--- src/rtl/spi_xact_pkg.sv ---
`timescale 1ns/1ps
package spi_xact_pkg;
  localparam int REG_AW      = 4;
  localparam int ADDR_BYTES  = 3;
  localparam int DATA_BYTES  = 4;
  localparam int MAX_BYTES   = 1 + ADDR_BYTES + DATA_BYTES;
  localparam int IDXW        = $clog2(MAX_BYTES);
  localparam int CNTW        = IDXW + 1;

  // register offsets
  localparam int OFS_CODE = 0;
  localparam int OFS_ADR0 = 1;
  localparam int OFS_DAT0 = 4;
  localparam int OFS_CTRL = 8;
  localparam int OFS_EXT  = 9;

  // control byte: bit 7 execute/done, bits 6..0 are the shape below
  localparam int CB_EXEC = 7;
  // extended control byte
  localparam int EB_SWCS = 1;
  localparam int EB_LOCK = 3;

  typedef struct packed {
    logic       dev;    // bit 6
    logic       wr;     // bit 5
    logic       nocmd;  // bit 4
    logic       adr;    // bit 3
    logic [2:0] cnt;    // bits 2..0
  } shape_t;

  function automatic int data_cnt(shape_t s);
    int c;
    c = int'(s.cnt);
    return (c > DATA_BYTES) ? DATA_BYTES : c;
  endfunction

  function automatic int data_ofs(shape_t s);
    return (s.nocmd ? 0 : 1) + (s.adr ? ADDR_BYTES : 0);
  endfunction
endpackage

--- src/rtl/spi_xact_regs.sv ---
`timescale 1ns/1ps
module spi_xact_regs
  import spi_xact_pkg::*;
(
  input  logic                   clk,
  input  logic                   rst_n,
  input  logic                   bus_wr,
  input  logic [REG_AW-1:0]      bus_addr,
  input  logic [7:0]             bus_wdata,
  output logic [7:0]             bus_rdata,
  input  logic                   busy,
  input  logic                   rx_valid,
  input  logic [IDXW-1:0]        rx_idx,
  input  logic [7:0]             rx_byte,
  output logic                   start,
  output logic [MAX_BYTES*8-1:0] tx_bytes,
  output logic [CNTW-1:0]        n_bytes,
  output logic                   dev_sel,
  output logic                   cs_hold
);
  logic [7:0]                  code_q, code_d;
  logic [ADDR_BYTES-1:0][7:0]  adr_q, adr_d;
  logic [DATA_BYTES-1:0][7:0]  dat_q, dat_d;
  shape_t                      shape_q, shape_d;
  logic                        swcs_q, swcs_d;
  logic                        lock_q, lock_d;
  logic                        wr_ok;
  logic [MAX_BYTES-1:0][7:0]   tx_arr;

  assign wr_ok = bus_wr && !busy;
  assign start = wr_ok && (int'(bus_addr) == OFS_CTRL) && bus_wdata[CB_EXEC] && !lock_q;

  // next-state
  always_comb begin
    int off_q;
    code_d  = code_q;
    adr_d   = adr_q;
    dat_d   = dat_q;
    shape_d = shape_q;
    swcs_d  = swcs_q;
    lock_d  = lock_q;
    off_q   = data_ofs(shape_q);
    if (wr_ok) begin
      if (int'(bus_addr) == OFS_CODE) code_d = bus_wdata;
      for (int k = 0; k < ADDR_BYTES; k++)
        if (int'(bus_addr) == OFS_ADR0 + k) adr_d[k] = bus_wdata;
      for (int k = 0; k < DATA_BYTES; k++)
        if (int'(bus_addr) == OFS_DAT0 + k) dat_d[k] = bus_wdata;
      if (int'(bus_addr) == OFS_CTRL) shape_d = shape_t'(bus_wdata[6:0]);
      if (int'(bus_addr) == OFS_EXT) begin
        swcs_d = bus_wdata[EB_SWCS];
        lock_d = bus_wdata[EB_LOCK];
      end
    end
    if (rx_valid && !shape_q.wr) begin
      for (int k = 0; k < DATA_BYTES; k++)
        if (int'(rx_idx) == off_q + k) dat_d[k] = rx_byte;
    end
  end

  // transmit byte list, built from the shape that applies at start
  always_comb begin
    int off_a;
    int off_d;
    int cnt;
    off_a = shape_d.nocmd ? 0 : 1;
    off_d = data_ofs(shape_d);
    cnt   = data_cnt(shape_d);
    for (int i = 0; i < MAX_BYTES; i++) begin
      tx_arr[i] = 8'h00;
      if (!shape_d.nocmd && i == 0) tx_arr[i] = code_q;
      for (int k = 0; k < ADDR_BYTES; k++)
        if (shape_d.adr && i == off_a + k) tx_arr[i] = adr_q[ADDR_BYTES-1-k];
      for (int k = 0; k < DATA_BYTES; k++)
        if (shape_d.wr && k < cnt && i == off_d + k) tx_arr[i] = dat_q[k];
    end
    n_bytes = CNTW'(off_d + cnt);
  end
  assign tx_bytes = tx_arr;

  // read-back mux
  always_comb begin
    bus_rdata = 8'h00;
    if (int'(bus_addr) == OFS_CODE) bus_rdata = code_q;
    for (int k = 0; k < ADDR_BYTES; k++)
      if (int'(bus_addr) == OFS_ADR0 + k) bus_rdata = adr_q[k];
    for (int k = 0; k < DATA_BYTES; k++)
      if (int'(bus_addr) == OFS_DAT0 + k) bus_rdata = dat_q[k];
    if (int'(bus_addr) == OFS_CTRL) bus_rdata = {busy, shape_q};
    if (int'(bus_addr) == OFS_EXT)  bus_rdata = {4'h0, lock_q, 1'b0, swcs_q, 1'b0};
  end

  always_ff @(posedge clk or negedge rst_n) begin
    if (!rst_n) begin
      code_q  <= '0;
      adr_q   <= '0;
      dat_q   <= '0;
      shape_q <= '0;
      swcs_q  <= 1'b1;
      lock_q  <= 1'b0;
    end else begin
      code_q  <= code_d;
      adr_q   <= adr_d;
      dat_q   <= dat_d;
      shape_q <= shape_d;
      swcs_q  <= swcs_d;
      lock_q  <= lock_d;
    end
  end

  assign dev_sel = shape_q.dev;
  assign cs_hold = !swcs_q;

  // a transfer only begins when the lock was clear
  a_r9_no_start_locked: assert property (@(posedge clk) disable iff (!rst_n)
    $rose(busy) |-> $past(!lock_q));
  // opcode and address stay frozen while busy
  a_r10_frozen_busy: assert property (@(posedge clk) disable iff (!rst_n)
    busy |=> ($stable(code_q) && $stable(adr_q)));
endmodule

--- src/rtl/spi_xact_shifter.sv ---
`timescale 1ns/1ps
module spi_xact_shifter
  import spi_xact_pkg::*;
#(
  parameter int CLK_DIV = 4
)(
  input  logic                   clk,
  input  logic                   rst_n,
  input  logic                   start,
  input  logic [CNTW-1:0]        n_bytes,
  input  logic [MAX_BYTES*8-1:0] tx_bytes,
  input  logic                   spi_miso,
  output logic                   spi_sclk,
  output logic                   spi_mosi,
  output logic                   busy,
  output logic                   rx_valid,
  output logic [IDXW-1:0]        rx_idx,
  output logic [7:0]             rx_byte
);
  localparam int HALF = (CLK_DIV < 2) ? 1 : CLK_DIV / 2;
  localparam int DW   = (HALF > 1) ? $clog2(HALF) : 1;

  typedef enum logic {ST_IDLE, ST_RUN} st_e;

  st_e             st_q, st_d;
  logic [DW-1:0]   div_q, div_d;
  logic            sclk_q, sclk_d;
  logic [2:0]      bit_q, bit_d;
  logic [IDXW-1:0] byte_q, byte_d, last_q, last_d, nxt;
  logic [7:0]      txsh_q, txsh_d, rxsh_q, rxsh_d;
  logic            rxv_q, rxv_d;
  logic [IDXW-1:0] rxi_q, rxi_d;
  logic [7:0]      rxb_q, rxb_d;
  logic            tick;

  assign tick = (div_q == DW'(HALF - 1));
  assign nxt  = byte_q + 1'b1;

  always_comb begin
    st_d   = st_q;
    div_d  = div_q;
    sclk_d = sclk_q;
    bit_d  = bit_q;
    byte_d = byte_q;
    last_d = last_q;
    txsh_d = txsh_q;
    rxsh_d = rxsh_q;
    rxv_d  = 1'b0;
    rxi_d  = rxi_q;
    rxb_d  = rxb_q;
    case (st_q)
      ST_IDLE: begin
        if (start && n_bytes != '0) begin
          st_d   = ST_RUN;
          div_d  = '0;
          sclk_d = 1'b0;
          bit_d  = '0;
          byte_d = '0;
          last_d = IDXW'(n_bytes - CNTW'(1));
          txsh_d = tx_bytes[7:0];
        end
      end
      default: begin
        div_d = tick ? '0 : div_q + 1'b1;
        if (tick) begin
          if (!sclk_q) begin
            sclk_d = 1'b1;
            rxsh_d = {rxsh_q[6:0], spi_miso};
          end else begin
            sclk_d = 1'b0;
            if (bit_q == 3'd7) begin
              rxv_d = 1'b1;
              rxb_d = rxsh_q;
              rxi_d = byte_q;
              if (byte_q == last_q) begin
                st_d   = ST_IDLE;
                txsh_d = 8'h00;
              end else begin
                byte_d = nxt;
                bit_d  = '0;
                txsh_d = tx_bytes[{nxt, 3'b000} +: 8];
              end
            end else begin
              bit_d  = bit_q + 1'b1;
              txsh_d = {txsh_q[6:0], 1'b0};
            end
          end
        end
      end
    endcase
  end

  always_ff @(posedge clk or negedge rst_n) begin
    if (!rst_n) begin
      st_q   <= ST_IDLE;
      div_q  <= '0;
      sclk_q <= 1'b0;
      bit_q  <= '0;
      byte_q <= '0;
      last_q <= '0;
      txsh_q <= '0;
      rxsh_q <= '0;
      rxv_q  <= 1'b0;
      rxi_q  <= '0;
      rxb_q  <= '0;
    end else begin
      st_q   <= st_d;
      div_q  <= div_d;
      sclk_q <= sclk_d;
      bit_q  <= bit_d;
      byte_q <= byte_d;
      last_q <= last_d;
      txsh_q <= txsh_d;
      rxsh_q <= rxsh_d;
      rxv_q  <= rxv_d;
      rxi_q  <= rxi_d;
      rxb_q  <= rxb_d;
    end
  end

  assign busy     = (st_q == ST_RUN);
  assign spi_sclk = sclk_q;
  assign spi_mosi = txsh_q[7];
  assign rx_valid = rxv_q;
  assign rx_idx   = rxi_q;
  assign rx_byte  = rxb_q;

  // clock idles low outside a transfer
  a_r6_sclk_idle_low: assert property (@(posedge clk) disable iff (!rst_n)
    !busy |-> !spi_sclk);
  // a rising clock edge only happens inside a transfer
  a_r6_rise_in_xfer: assert property (@(posedge clk) disable iff (!rst_n)
    $rose(spi_sclk) |-> busy);
  // a received byte only follows a busy cycle
  a_r5_rx_after_busy: assert property (@(posedge clk) disable iff (!rst_n)
    rx_valid |-> $past(busy));
endmodule

--- src/rtl/spi_xact_cs.sv ---
`timescale 1ns/1ps
module spi_xact_cs #(
  parameter int NUM_DEV = 2,
  localparam int DSW = (NUM_DEV > 1) ? $clog2(NUM_DEV) : 1
)(
  input  logic               clk,
  input  logic               rst_n,
  input  logic               busy,
  input  logic               hold,
  input  logic [DSW-1:0]     dev_sel,
  output logic [NUM_DEV-1:0] cs_n
);
  logic active;
  assign active = busy || hold;

  for (genvar g = 0; g < NUM_DEV; g++) begin : g_sel
    assign cs_n[g] = !(active && (dev_sel == DSW'(g)));
  end

  // the selected line is low during every transfer
  a_r7_sel_low_busy: assert property (@(posedge clk) disable iff (!rst_n)
    busy |-> !cs_n[dev_sel]);
  // never more than one device selected
  a_r7_single_dev: assert property (@(posedge clk) disable iff (!rst_n)
    $onehot0(~cs_n));
endmodule

--- src/rtl/spi_xact_engine.sv ---
`timescale 1ns/1ps
module spi_xact_engine
  import spi_xact_pkg::*;
#(
  parameter int CLK_DIV = 4
)(
  input  logic       clk,
  input  logic       rst_n,
  input  logic       bus_wr,
  input  logic [3:0] bus_addr,
  input  logic [7:0] bus_wdata,
  output logic [7:0] bus_rdata,
  output logic       spi_sclk,
  output logic       spi_mosi,
  input  logic       spi_miso,
  output logic [1:0] spi_cs_n
);
  logic [1:0]             rst_sync_q;
  logic                   rst_int_n;
  logic                   busy, rx_valid, start, dev_sel, cs_hold;
  logic [IDXW-1:0]        rx_idx;
  logic [7:0]             rx_byte;
  logic [MAX_BYTES*8-1:0] tx_bytes;
  logic [CNTW-1:0]        n_bytes;

  always_ff @(posedge clk or negedge rst_n) begin
    if (!rst_n) rst_sync_q <= 2'b00;
    else        rst_sync_q <= {rst_sync_q[0], 1'b1};
  end
  assign rst_int_n = rst_sync_q[1];

  spi_xact_regs u_regs (
    .clk      (clk),
    .rst_n    (rst_int_n),
    .bus_wr   (bus_wr),
    .bus_addr (bus_addr),
    .bus_wdata(bus_wdata),
    .bus_rdata(bus_rdata),
    .busy     (busy),
    .rx_valid (rx_valid),
    .rx_idx   (rx_idx),
    .rx_byte  (rx_byte),
    .start    (start),
    .tx_bytes (tx_bytes),
    .n_bytes  (n_bytes),
    .dev_sel  (dev_sel),
    .cs_hold  (cs_hold)
  );

  spi_xact_shifter #(.CLK_DIV(CLK_DIV)) u_shift (
    .clk     (clk),
    .rst_n   (rst_int_n),
    .start   (start),
    .n_bytes (n_bytes),
    .tx_bytes(tx_bytes),
    .spi_miso(spi_miso),
    .spi_sclk(spi_sclk),
    .spi_mosi(spi_mosi),
    .busy    (busy),
    .rx_valid(rx_valid),
    .rx_idx  (rx_idx),
    .rx_byte (rx_byte)
  );

  spi_xact_cs #(.NUM_DEV(2)) u_cs (
    .clk    (clk),
    .rst_n  (rst_int_n),
    .busy   (busy),
    .hold   (cs_hold),
    .dev_sel(dev_sel),
    .cs_n   (spi_cs_n)
  );
endmodule

--- config.mk ---
export PLATFORM = sky130hd
export DESIGN_NAME = spi_xact_engine
export DESIGN_NICKNAME = d
export VERILOG_FILES = /design/src/rtl/spi_xact_pkg.sv /design/src/rtl/spi_xact_regs.sv /design/src/rtl/spi_xact_shifter.sv /design/src/rtl/spi_xact_cs.sv /design/src/rtl/spi_xact_engine.sv
export SDC_FILE = /design/constraint.sdc
export NUM_CORES = 1
export LEC_CHECK = 0
export ABC_AREA = 1
export ABC_CLOCK_PERIOD_IN_PS = 4160
export CORE_UTILIZATION = 35
export CTS_BUF_LIST = sky130_fd_sc_hd__clkbuf_16
export DETAILED_ROUTE_END_ITERATION = 10
export PLACE_DENSITY = 0.55
export SLEW_MARGIN = 15
export SYNTH_ARGS = -nofsm -noshare
export SYNTH_HDL_FRONTEND = slang
export SYNTH_SLANG_ARGS = --single-unit
--- constraint.sdc ---
create_clock -name clk -period 4.16 [get_ports clk]
set_clock_uncertainty 0.1 [all_clocks]
set_input_delay 0.416 -clock clk [delete_from_list [all_inputs] [get_ports clk]]
set_output_delay 0.416 -clock clk [all_outputs]
set_load 0.05 [all_outputs]
# After elaboration in Yosys (flattened, before gate mapping)
# Index checks and enable logic that the tools add are counted.
# totals
ff_bits,115
in_bits,16
out_inout_bits,12
wordCells,335
# op_classes
add_sub_neg,15
n_lt_le_gt_ge,5
n_eq_ne,69
shift,1
mux,117
bitwise,3
n_reduce_logical,98
# ops
operator,count
"4-bit by 32-bit == test with 1-bit output, first input constant",28
8-bit two-way mux,81
"3-bit by 32-bit == test with 1-bit output, first input constant",14
"2-bit by 32-bit == test with 1-bit output, first input constant",7
32-bit logical NOT,7
"32-bit by 3-bit adder with 32-bit output, second input constant",5
4-bit by 32-bit == test with 1-bit output,4
"32-bit by 2-bit adder with 32-bit output, second input constant",3
1-bit logical AND,68
"3-bit by 32-bit less-than comparator with 1-bit output, first input constant",2
32-bit two-way mux,2
64-bit by 7-bit indexed part select with 8-bit output,1
3-bit two-way mux,12
32-bit adder,1
"1-bit by 32-bit less-than comparator with 1-bit output, first input constant",1
"2-bit by 32-bit less-than comparator with 1-bit output, first input constant",1
"4-bit == test, second input constant",6
1-bit two-way mux,18
2-bit AND reduction,8
6-bit two-way mux,2
"4-bit by 3-bit == test with 1-bit output, second input constant",2
"2-bit != test, second input constant",4
4-bit AND reduction,2
"3-bit by 1-bit adder with 3-bit output, second input constant",2
other kinds (18),27

# Longest topological paths before layout
# Gate-level depths: netlist (run 1).
# logic_depth
ltp_word,19
ltp_mapped,24
depth_no_buf,22

# Modules after synthesis
# A second synthesis (run 1) with hierarchy kept.
# unflattened
hier_cells,1670
area_unflattened_um2,10027.1
# modules_own_cells
mod,n_inst,cells_each,area_each_um2
spi_xact_regs,1,1291,7414.6
spi_xact_shifter,1,373,2544.9
spi_xact_engine,1,3,53.8
spi_xact_cs,1,3,13.8

# Worst setup path after synthesis (run 1)
# No wires, ideal clock.
# synth_path
path_kind,input -> register
from,input bus_addr[2]
to,register u_shift.txsh_q[7]
setup_ps,77
arrival_ps,3638
path_slack_ps,345
path_stages,21
path_cell_list,inv_1 > nand2_1 > nor2_4 > buf_4 > nand3_1 > nand2_1 > inv_1 > ha_1 > inv_1 > ha_1 > fa_1 > xor2_1 > nor3_1 > nand2_1 > nand2_1 > o21ai_0 > o21ai_2 > clkinv_1 > nand2_1 > a21oi_1 > a21oi_1
# synth_rtl
item,line_no,source
from (decl),spi_xact_engine.sv:10,"input logic [3:0] bus_addr,"
to (signal assigned),spi_xact_shifter.sv:113,txsh_q <= txsh_d;
to (decl),spi_xact_shifter.sv:30,"logic [7:0] txsh_q, txsh_d, rxsh_q, rxsh_d;"

# Worst setup path after layout (run 1)
# layout_path
from,input bus_addr[1]
to,output bus_rdata[2]
# layout_between
elab_chain_cells,11
# layout_lines
item,line_no,source
4-bit logical NOT,spi_xact_regs.sv:84,if (int'(bus_addr) == OFS_CODE) bus_rdata = code_q;
8-bit two-way mux,spi_xact_regs.sv:84,
8-bit two-way mux (3 in series),spi_xact_regs.sv:86,if (int'(bus_addr) == OFS_ADR0 + k) bus_rdata = adr_q[k];
8-bit two-way mux (4 in series),spi_xact_regs.sv:88,if (int'(bus_addr) == OFS_DAT0 + k) bus_rdata = dat_q[k];
8-bit two-way mux,spi_xact_regs.sv:89,"if (int'(bus_addr) == OFS_CTRL) bus_rdata = {busy, shape_q};"
8-bit two-way mux *,spi_xact_regs.sv:90,"if (int'(bus_addr) == OFS_EXT) bus_rdata = {4'h0, lock_q, 1'b0, swcs_q, 1'b0};"
to (decl),spi_xact_engine.sv:12,"output logic [7:0] bus_rdata,"
# Every way passes the cells marked *; elsewhere a longest branch is shown, timed or not.

==> results.cfg, run 1 <==
[status]
status = finished, final reports clean

[cells_and_area]
instances_no_fill = 2058
fillers = 3012
syn_to_final_growth_pct = 14.2
layout-drive-gt1-share_pct = 7.74
multi_input_area_um2 = 5740
regArea_um2 = 2880
layout.nets = 1703
diodes = 0

[sta]
setup_viol = 0
max_freq_mhz = 258
fin_tns_setup_ns = 0
drv_slew = 0
worstMarginPinSlew_ns = 1.05
period_minus_slack_ns = 3.88
hold_ws_ns = 0.0518
post-route-period-util_pct = 93.3
rsz0062_at_grt = false
hold_viol = 0
relSlewSlack_pct = 30.1

[synthesis]
syn_avg_cell_area_um2 = 6.09
synthSimpleGateAreaFrac_pct = 33.5
yosysMostFrequentCell = nand2_1
synth_cell_types = 43
synth_area_leaders = dfrtp_1 29%, nand2_1 17%, inv_1 9.3%, o21ai_0 9.2%, nand3_1 8.4%
synth_mux_area_share_pct = 0.101
ys_seq_elements = 115
syn_inst = 1636
yosys.area_share.xor_xnor_pct = 0.879
synth_flop_cell = dfrtp_1
yosysTopAreaCellShare_pct = 28.6
syn-num-nets = 1672
synth_edf_count = 0
synthesis.area_um2 = 9960
yosys-top-cells-count = 462 x nand2_1, 247 x inv_1, 184 x o21ai_0
synth-async-reset-ratio_pct = 100
synth-adder-area-share_pct = 2.59
yosysTopAreaCell = dfrtp_1
synth_compound_area_share_pct = 20.4
synth-seq-area-share_pct = 28.9
synth_top_family_by_area = simple AND/OR/NAND/NOR gates
yosys_warnings = 0

[die]
die_w_um = 171
start_util_pct = 35.8
ioPinCount = 28
floorplan.rows = 61
core_area_um2 = 27900
dieArea_um2 = 29100
die_h_um = 171

[pwr]
p_leak_nw = 5.66
p_per_area_nw_per_um2 = 555
vdd_drop_max_v = 0.000401
finalPower_mw = 6.32

[routing]
dr.pass1.iters = 8
highest_layer = met4
drt-wirelength-per-cell_um = 20.4
drcViolationCount = 0
drtIter0Drc = 1329
wirelength_um = 41900
viasPerCell = 5.51
met3_length_um = 3730
vias = 11300
drt-met1-wl_um = 18000
wl_met2_um = 18500
ant_nets = 0

[cts]
hold_buffers = 0
tritoncts = yes
clock-sinks = 115
cts_max_level = 4
clkLatencyLatePin_ns = 0.43
cts_buffer_depth = 2
cts.clk_slew.worst_paths_ns = 0.05
numCtsBuffers = 17
cts_setup_buffers = 0
cts_root_buffer = clkbuf_16

[global_route]
grt_usage_pct = 29.8
grt_pass1_vias = 10500
antenna_found_initial = 1
overflow = 0
grt_max_degree = 46
grt_pass1_wl_um = 63800

[hold_path]
hp-class = input port to async pin

[place]
dp.final_hpwl_um = 32900
routabilityCongestion = 0.992
port_buffers = 27
dp.cells = 2026

[worst_setup_path]
critPathKind = input port to output pin
critPathRequiredTime_ns = 3.64
critPathArrivalTime_ns = 3.37
end_kind = output pin
crit_path_max_fanout = 9
cp-start-kind = input port
worst-r2r-cell-count = 18

[job]
cap_violations = 0
## sequential cells by signal (all words and copies together) (netlist names)
register,cells
rst_sync_q,2
u_regs.adr_q,24
u_regs.code_q,8
u_regs.dat_q,32
u_regs.dev_sel,1
u_regs.lock_q,1
u_regs.shape_q,6
u_regs.swcs_q,1
u_shift.bit_q,3
u_shift.busy,1
u_shift.byte_q,3
u_shift.div_q,1
u_shift.last_q,3
u_shift.rx_byte,8
u_shift.rx_idx,3
u_shift.rx_valid,1
u_shift.rxsh_q,8
u_shift.spi_sclk,1
u_shift.txsh_q,8
## path summary, 6_finish.rpt
path,from,to,slack (ns)
worst max-delay path,bus_addr[1],bus_rdata[2],0.28
worst min-delay path,rst_n,rst_sync_q[1]$_DFF_PN0_,0.05
min in group clk,rst_sync_q[0]$_DFF_PN0_,rst_sync_q[1]$_DFF_PN0_,0.25
worst max register to register,u_shift.busy$_DFF_PN0_,u_shift.txsh_q[7]$_DFFE_PN0P_,0.38
worst min register to register,rst_sync_q[1]$_DFF_PN0_,u_regs.code_q[3]$_DFFE_PN0P_,0.23
max in group asynchronous,rst_sync_q[1]$_DFF_PN0_,u_shift.txsh_q[6]$_DFFE_PN0P_,2.80
## routing by layer
layer	up-vias	track usage (%)
met1	5261	40.5
met3	107	4.81
li1	5373	-
met4	0	14.0
met5	-	0
met2	596	46.0
## cells by family after synthesis
logic type	Yosys count
DFF	115
other	1
muxes	1
and+or+nand+nor	781
adders and majority gates	20
buffers and inverters	336
xor gates and xnor gates	10
AOI/OAI and AO/OA	372
## placed cells by master (no fill, tap or decap), types with 2 or more instances in the layout
cell	n
ha_1	19
o21ai_0	184
nand2_1	462
clkbuf_16	17
xnor2_1	5
nand2_4	3
clkinvlp_4	4
o21ai_1	26
nor2_2	3
o21bai_1	7
nor3_1	4
o22ai_1	26
o211ai_1	15
a22oi_1	2
o2111ai_1	2
bufinv_16	2
nand3_1	167
nor2_1	95
inv_6	2
a21oi_1	85
buf_4	61
inv_2	8
clkinv_4	4
o41ai_1	2
a2111oi_0	2
dfrtp_1	113
nor2_4	4
a31oi_1	6
clkinv_2	3
clkdlybuf4s50_1	25
o221ai_1	2
a211oi_1	4
inv_1	247
a221oi_1	7
xor2_1	5
clkinv_1	7
nand2_2	12
nand3_2	2
nand4_1	26
## where the power goes
part           internal (mW)  leakage, nW  switching (mW)  total [mW]
Combinational          0.958         4.01            2.07        3.02
Clock                  0.882        0.276           0.573        1.45
Sequential              1.40         1.38           0.436        1.84
## area by class of cell
cell class / count / share of cell area, %
clock inverters: 15 / 1.39
repair buffers: 86 / 6.23
multi-input cells: 1185 / 50.5
well taps: 378 / 4.16
clock buffers: 17 / 3.74
inverters: 262 / 8.65
flip-flops and latches: 115 / 25.4
## critical path: stages
cell	delay, ns
clkdlybuf4s50_1	0.54
nor2_1	0.11
nand2_1	0.09
clkinv_1	0.23
a221oi_1	0.33
o221ai_1	0.22
a2111oi_1	0.47
buf_4	0.20
a21oi_1	0.04
clkdlybuf4s50_1	0.71
## what timing repair did
action,in CTS,in global routing
hold endpoints to repair,0,0
setup endpoints to repair,0,1
gates resized for setup,0,1
## through the flow
stage	utilization (%)	instance area, um^2	setup slack, ns
finish	40.8	11400	0.277
global placement	38.7	10800	0.0221
CTS	40.8	11400	0.209
floorplan	-	9960	0.345
detailed placement	38.7	10800	-0.0462
global route	40.8	11400	0.0281
Power figures use the tool's default switching activity.
==> run 2: changes to the inputs <==
--- a/config.mk
+++ b/config.mk
@@ -11,7 +11,7 @@
 export CTS_BUF_LIST = sky130_fd_sc_hd__clkbuf_16
 export DETAILED_ROUTE_END_ITERATION = 10
 export PLACE_DENSITY = 0.55
-export SLEW_MARGIN = 15
+export SLEW_MARGIN = 40
 export SYNTH_ARGS = -nofsm -noshare
 export SYNTH_HDL_FRONTEND = slang
 export SYNTH_SLANG_ARGS = --single-unit
==> run 2 against run 1 <==
- core utilization increased by 0.10 points
- sequential share of layout area decreased by 0.064 points
- cell count unchanged
- critical path depth unchanged
- highest routed layer unchanged
- critical path type unchanged
- die area unchanged
- hold slack got worse by 0.0045 ns
- critical endpoint unchanged
==> results.cfg, run 2 (synthesized netlist as in run 1, its figures left out) <==
[cts]
cts_setup_buffers = 0
cts_max_level = 4
hold_buffers = 0
cts_root_buffer = clkbuf_16
cts.clk_slew.worst_paths_ns = 0.05
tritoncts = yes
cts_buffer_depth = 2
clkLatencyLatePin_ns = 0.43
clock-sinks = 115
numCtsBuffers = 17

[cells_and_area]
diodes = 0
largest_register = u_regs.dat_q
top_regs = u_regs.dat_q: 32 flops, u_regs.adr_q: 24 flops
layout-drive-gt1-share_pct = 7.80
fillers = 3041
syn_to_final_growth_pct = 14.5
layout.nets = 1703
largest_register_ff_count = 32
layout_commonest_cell = nand2_1
utilization_pct = 40.9
most-common-layout-cells = 462 x nand2_1, 247 x inv_1, 184 x o21ai_0, 167 x nand3_1, 113 x dfrtp_1
instances_no_fill = 2058
fin_area_um2 = 11400

[sta]
hold_viol = 0
fin_tns_setup_ns = 0
post-route-period-util_pct = 93.8
hold_ws_ns = 0.0473
worstMarginPinSlew_ns = 0.799
rsz0062_at_grt = false
max_freq_mhz = 256
setup_viol = 0
period_minus_slack_ns = 3.90
drv_slew = 0
relSlewSlack_pct = 45.3
layout_setup_ws_ns = 0.260

[die]
dieArea_um2 = 29100
die_w_um = 171
ioPinCount = 28
floorplan.rows = 61
core_area_um2 = 27900
die_h_um = 171
start_util_pct = 35.8

[worst_setup_path]
crit_path_max_fanout = 9
critPathArrivalTime_ns = 3.38
worst-r2r-cell-count = 18
end_kind = output pin
critPathKind = input port to output pin
r2r_setup_slack_ns = 0.48
critPathRequiredTime_ns = 3.64
regToRegEndpoint = u_shift.txsh_q[4]$_DFFE_PN0P_
cp-start-kind = input port
rr_startpoint = u_shift.busy$_DFF_PN0_

[routing]
vias = 11300
drt-wirelength-per-cell_um = 20.4
viasPerCell = 5.51
wirelength_um = 42000
ant_nets = 0
dr.pass1.iters = 6
drcViolationCount = 0
drtIter0Drc = 1362

[global_route]
antenna_found_initial = 1
grt_pass1_wl_um = 63100
grt_pass1_vias = 10400
overflow = 0
grt_usage_pct = 29.7
grt_max_degree = 46

[place]
routabilityCongestion = 0.992
port_buffers = 27
dp.final_hpwl_um = 33000
placed_area_um2 = 10800
dp.cells = 2026
detailedPlace.worstSlack_ns = -0.0411

[status]
status = finished, final reports clean

[pwr]
vdd_drop_max_v = 0.000412
p_per_area_nw_per_um2 = 559
finalPower_mw = 6.37
p_leak_nw = 5.68

[job]
cap_violations = 0

[hold_path]
hp-class = input port to async pin
-- run 2: critical path, cell delays in order --
cell and delay (ns):
clkdlybuf4s50_1 0.55, nor2_1 0.11, nand2_1 0.08, clkinv_1 0.21
a221oi_1 0.33, o221ai_1 0.23, a2111oi_1 0.50, buf_4 0.20
a21oi_1 0.04, clkdlybuf4s50_1 0.71
-- run 2: worst max path at each step --
stage / from / end / slack [ns] / cells after the start
final: bus_addr[1] / bus_rdata[2] / 0.26 / 10
after global routing: bus_addr[1] / bus_rdata[2] / 0.06 / 10
after CTS: bus_addr[1] / bus_rdata[2] / 0.19 / 10
after detailed placement: bus_wr / u_shift.txsh_q[4]$_DFFE_PN0P_ / -0.04 / 20
after global placement: bus_wr / u_shift.txsh_q[7]$_DFFE_PN0P_ / 0.02 / 20
after floorplan: bus_addr[2] / u_shift.txsh_q[7]$_DFFE_PN0P_ / 0.34 / 21
-- run 2: cell type report --
type                       count  area (um^2)  share of cell area [%]
clock inverter                15          180                    1.58
timing repair buffer          86          708                    6.21
inverter                     262          983                    8.63
clock buffer                  17          425                    3.73
tap                          378          473                    4.15
multi-input combinational   1185         5750                    50.4
sequential                   115         2880                    25.3
-- run 2: power by group --
group	switching, mW	internal (mW)
clock network	0.572	0.944
registers	0.434	1.40
logic	2.06	0.957
total	3.07	3.30
-- run 2: timing repair --
action	in CTS	in global routing
endpoints found under the hold margin	0	0
resized for setup	0	1
endpoints found under the setup margin	0	1
-- run 2: per-layer routing --
| layer | vias to the layer above | routed length [um] | global-route usage, % |
|---|---|---|---|
| met5 | - | 0 | 0 |
| li1 | 5378 | - | - |
| met2 | 558 | 18500 | 45.2 |
| met1 | 5292 | 18200 | 40.3 |
| met4 | 0 | 1790 | 14.8 |
| met3 | 111 | 3510 | 5.11 |
==> run 3: changes to the inputs <==
--- a/config.mk
+++ b/config.mk
@@ -8,9 +8,10 @@
 export ABC_AREA = 1
 export ABC_CLOCK_PERIOD_IN_PS = 4160
 export CORE_UTILIZATION = 35
-export CTS_BUF_LIST = sky130_fd_sc_hd__clkbuf_16
+export CTS_BUF_LIST = sky130_fd_sc_hd__clkbuf_8
 export DETAILED_ROUTE_END_ITERATION = 10
 export PLACE_DENSITY = 0.55
+export REMOVE_ABC_BUFFERS = 1
 export SLEW_MARGIN = 40
 export SYNTH_ARGS = -nofsm -noshare
 export SYNTH_HDL_FRONTEND = slang
==> run 3 against run 2 <==
- cell count is essentially flat
- largest cell class unchanged
- clock power fell by 15%
- sequential power barely moved
- clock-buffer cell count unchanged
- sequential share of layout area rose by 0.25 points
- via count down 1.6%
- core utilization down 0.40 points
- largest power group unchanged
- fmax down 2.9%
- critical path depth is the same
- flip-flop and latch count did not move
==> results.cfg, run 3 (synthesized netlist as in run 1, its figures left out) <==
[cts]
tritoncts = yes
cts_root_buffer = clkbuf_8
cts_setup_buffers = 0
clock-sinks = 115
cts.clk_slew.worst_paths_ns = 0.07
cts_buffer_depth = 2
cts_max_level = 4
clkLatencyLatePin_ns = 0.45
numCtsBuffers = 17

[die]
core_area_um2 = 27900
start_util_pct = 35.8
dieArea_um2 = 29100
ioPinCount = 28
die_h_um = 171
floorplan.rows = 61
die_w_um = 171

[worst_setup_path]
critPathKind = input port to output pin
worst-r2r-cell-count = 18
critPathRequiredTime_ns = 3.64
r2r_setup_slack_ns = 0.41
cp-start-kind = input port
regToRegEndpoint = u_shift.txsh_q[4]$_DFFE_PN0P_
rr_startpoint = u_shift.busy$_DFF_PN0_
crit_path_max_fanout = 9
cp_cell_sequence = clkdlybuf4s50_1 > nor2_1 > nand2_1 > clkinv_1 > a221oi_1 > o221ai_1 > a2111oi_1 > buf_4 > a21oi_1 > clkdlybuf4s50_1
max_stage_delay_ns = 0.71
critPathSlowestCell = clkdlybuf4s50_1
worst_path_most_repeated_cell = clkdlybuf4s50_1
end_kind = output pin
critPathArrivalTime_ns = 3.50

[sta]
rsz0062_at_grt = false
period_minus_slack_ns = 4.02
fin_tns_setup_ns = 0
setup_viol = 0
hold_viol = 0
drv_slew = 0
max_freq_mhz = 249
worstMarginPinSlew_ns = 0.654
post-route-period-util_pct = 96.6
relSlewSlack_pct = 56.3

[place]
dp.cells = 2023
port_buffers = 27
dp.final_hpwl_um = 32900
routabilityCongestion = 1.02

[global_route]
grt_pass1_wl_um = 64000
antenna_found_initial = 0
grt_pass1_vias = 10500
overflow = 0
grt_usage_pct = 29.9
grt_max_degree = 58

[cells_and_area]
regArea_um2 = 2880
multi_input_area_um2 = 5740
syn_to_final_growth_pct = 13.3
largest_register_ff_count = 32
layout_commonest_cell = nand2_1
largest_register = u_regs.dat_q
layout-drive-gt1-share_pct = 7.56
top_regs = u_regs.dat_q: 32 flops, u_regs.adr_q: 24 flops
most-common-layout-cells = 462 x nand2_1, 248 x inv_1, 184 x o21ai_0, 167 x nand3_1, 113 x dfrtp_1
layout.nets = 1702
diodes = 0
fillers = 3106
instances_no_fill = 2057

[pwr]
p_per_area_nw_per_um2 = 544
vdd_drop_max_v = 0.000343
finalPower_mw = 6.14
p_leak_nw = 5.63

[status]
status = finished, final reports clean

[routing]
viasPerCell = 5.43
ant_nets = 0
drt-wirelength-per-cell_um = 20.4
dr.pass1.iters = 8
drtIter0Drc = 1343
wirelength_um = 42000
vias = 11200
drcViolationCount = 0

[hold_path]
hp-class = register to async pin

[job]
cap_violations = 0
[run 3: how the worst max path moves through the flow]
stage	from	to	slack [ns]	cells after the start
after detailed placement	bus_addr[3]	u_shift.txsh_q[4]$_DFFE_PN0P_	0.04	20
after global routing	bus_addr[0]	bus_rdata[5]	0.005	10
final	bus_addr[1]	bus_rdata[5]	0.14	10
after CTS	bus_addr[1]	bus_rdata[5]	0.11	10
after floorplan	u_shift.busy$_DFF_PN0_	u_shift.txsh_q[7]$_DFFE_PN0P_	-0.10	17
after global placement	bus_addr[3]	u_shift.txsh_q[4]$_DFFE_PN0P_	0.07	20
[run 3: power breakdown]
part | switching [mW] | internal, mW | leakage [nW] | total (mW)
sequential | 0.434 | 1.40 | 1.38 | 1.83
combinational | 2.05 | 0.958 | 4.01 | 3.01
clock | 0.513 | 0.781 | 0.244 | 1.29
[run 3: routing by layer]
layer	up-vias	routed length [um]	track usage, %
met5	-	0	0
met2	494	18600	46.7
met4	0	1640	13.5
met1	5199	18400	40.5
li1	5378	-	-
met3	91	3320	4.83
[run 3: layout make-up]
class                           count  share of cell area, %
Clock buffer                       17                   2.07
Clock inverter                     15                   2.26
Inverter                          262                   8.71
Multi-Input combinational cell   1185                   50.9
Sequential cell                   115                   25.5
Tap cell                          378                   4.19
Timing Repair Buffer               85                   6.36
[run 3: through the flow]
| step | util (%) | cell area (um^2) | setup WS, ns | hold slack (ns) |
|---|---|---|---|---|
| 2_1_floorplan | - | 9590 | -0.104 | 0.0204 |
| 3_3_place_gp | 38.6 | 10800 | 0.0696 | 0.239 |
| 3_5_place_dp | 38.6 | 10800 | 0.0375 | 0.239 |
| 4_1_cts | 40.4 | 11300 | 0.108 | 0.256 |
| 5_1_grt | 40.5 | 11300 | 0.00533 | 0.181 |
| 6_report | 40.5 | 11300 | 0.141 | 0.152 |
[run 3: critical path, delay by kind of cell]
kind	cells	cell delay, ns
simple gates	2	0.19
buf+inv	4	1.72
compound gates	4	1.17
[run 3: what timing repair did]
action                                  4_1_cts  5_1_grt
resized for setup                             0        2
hold endpoints to repair                      1        0
hold buffers                                  1        0
endpoints found under the setup margin        0        2
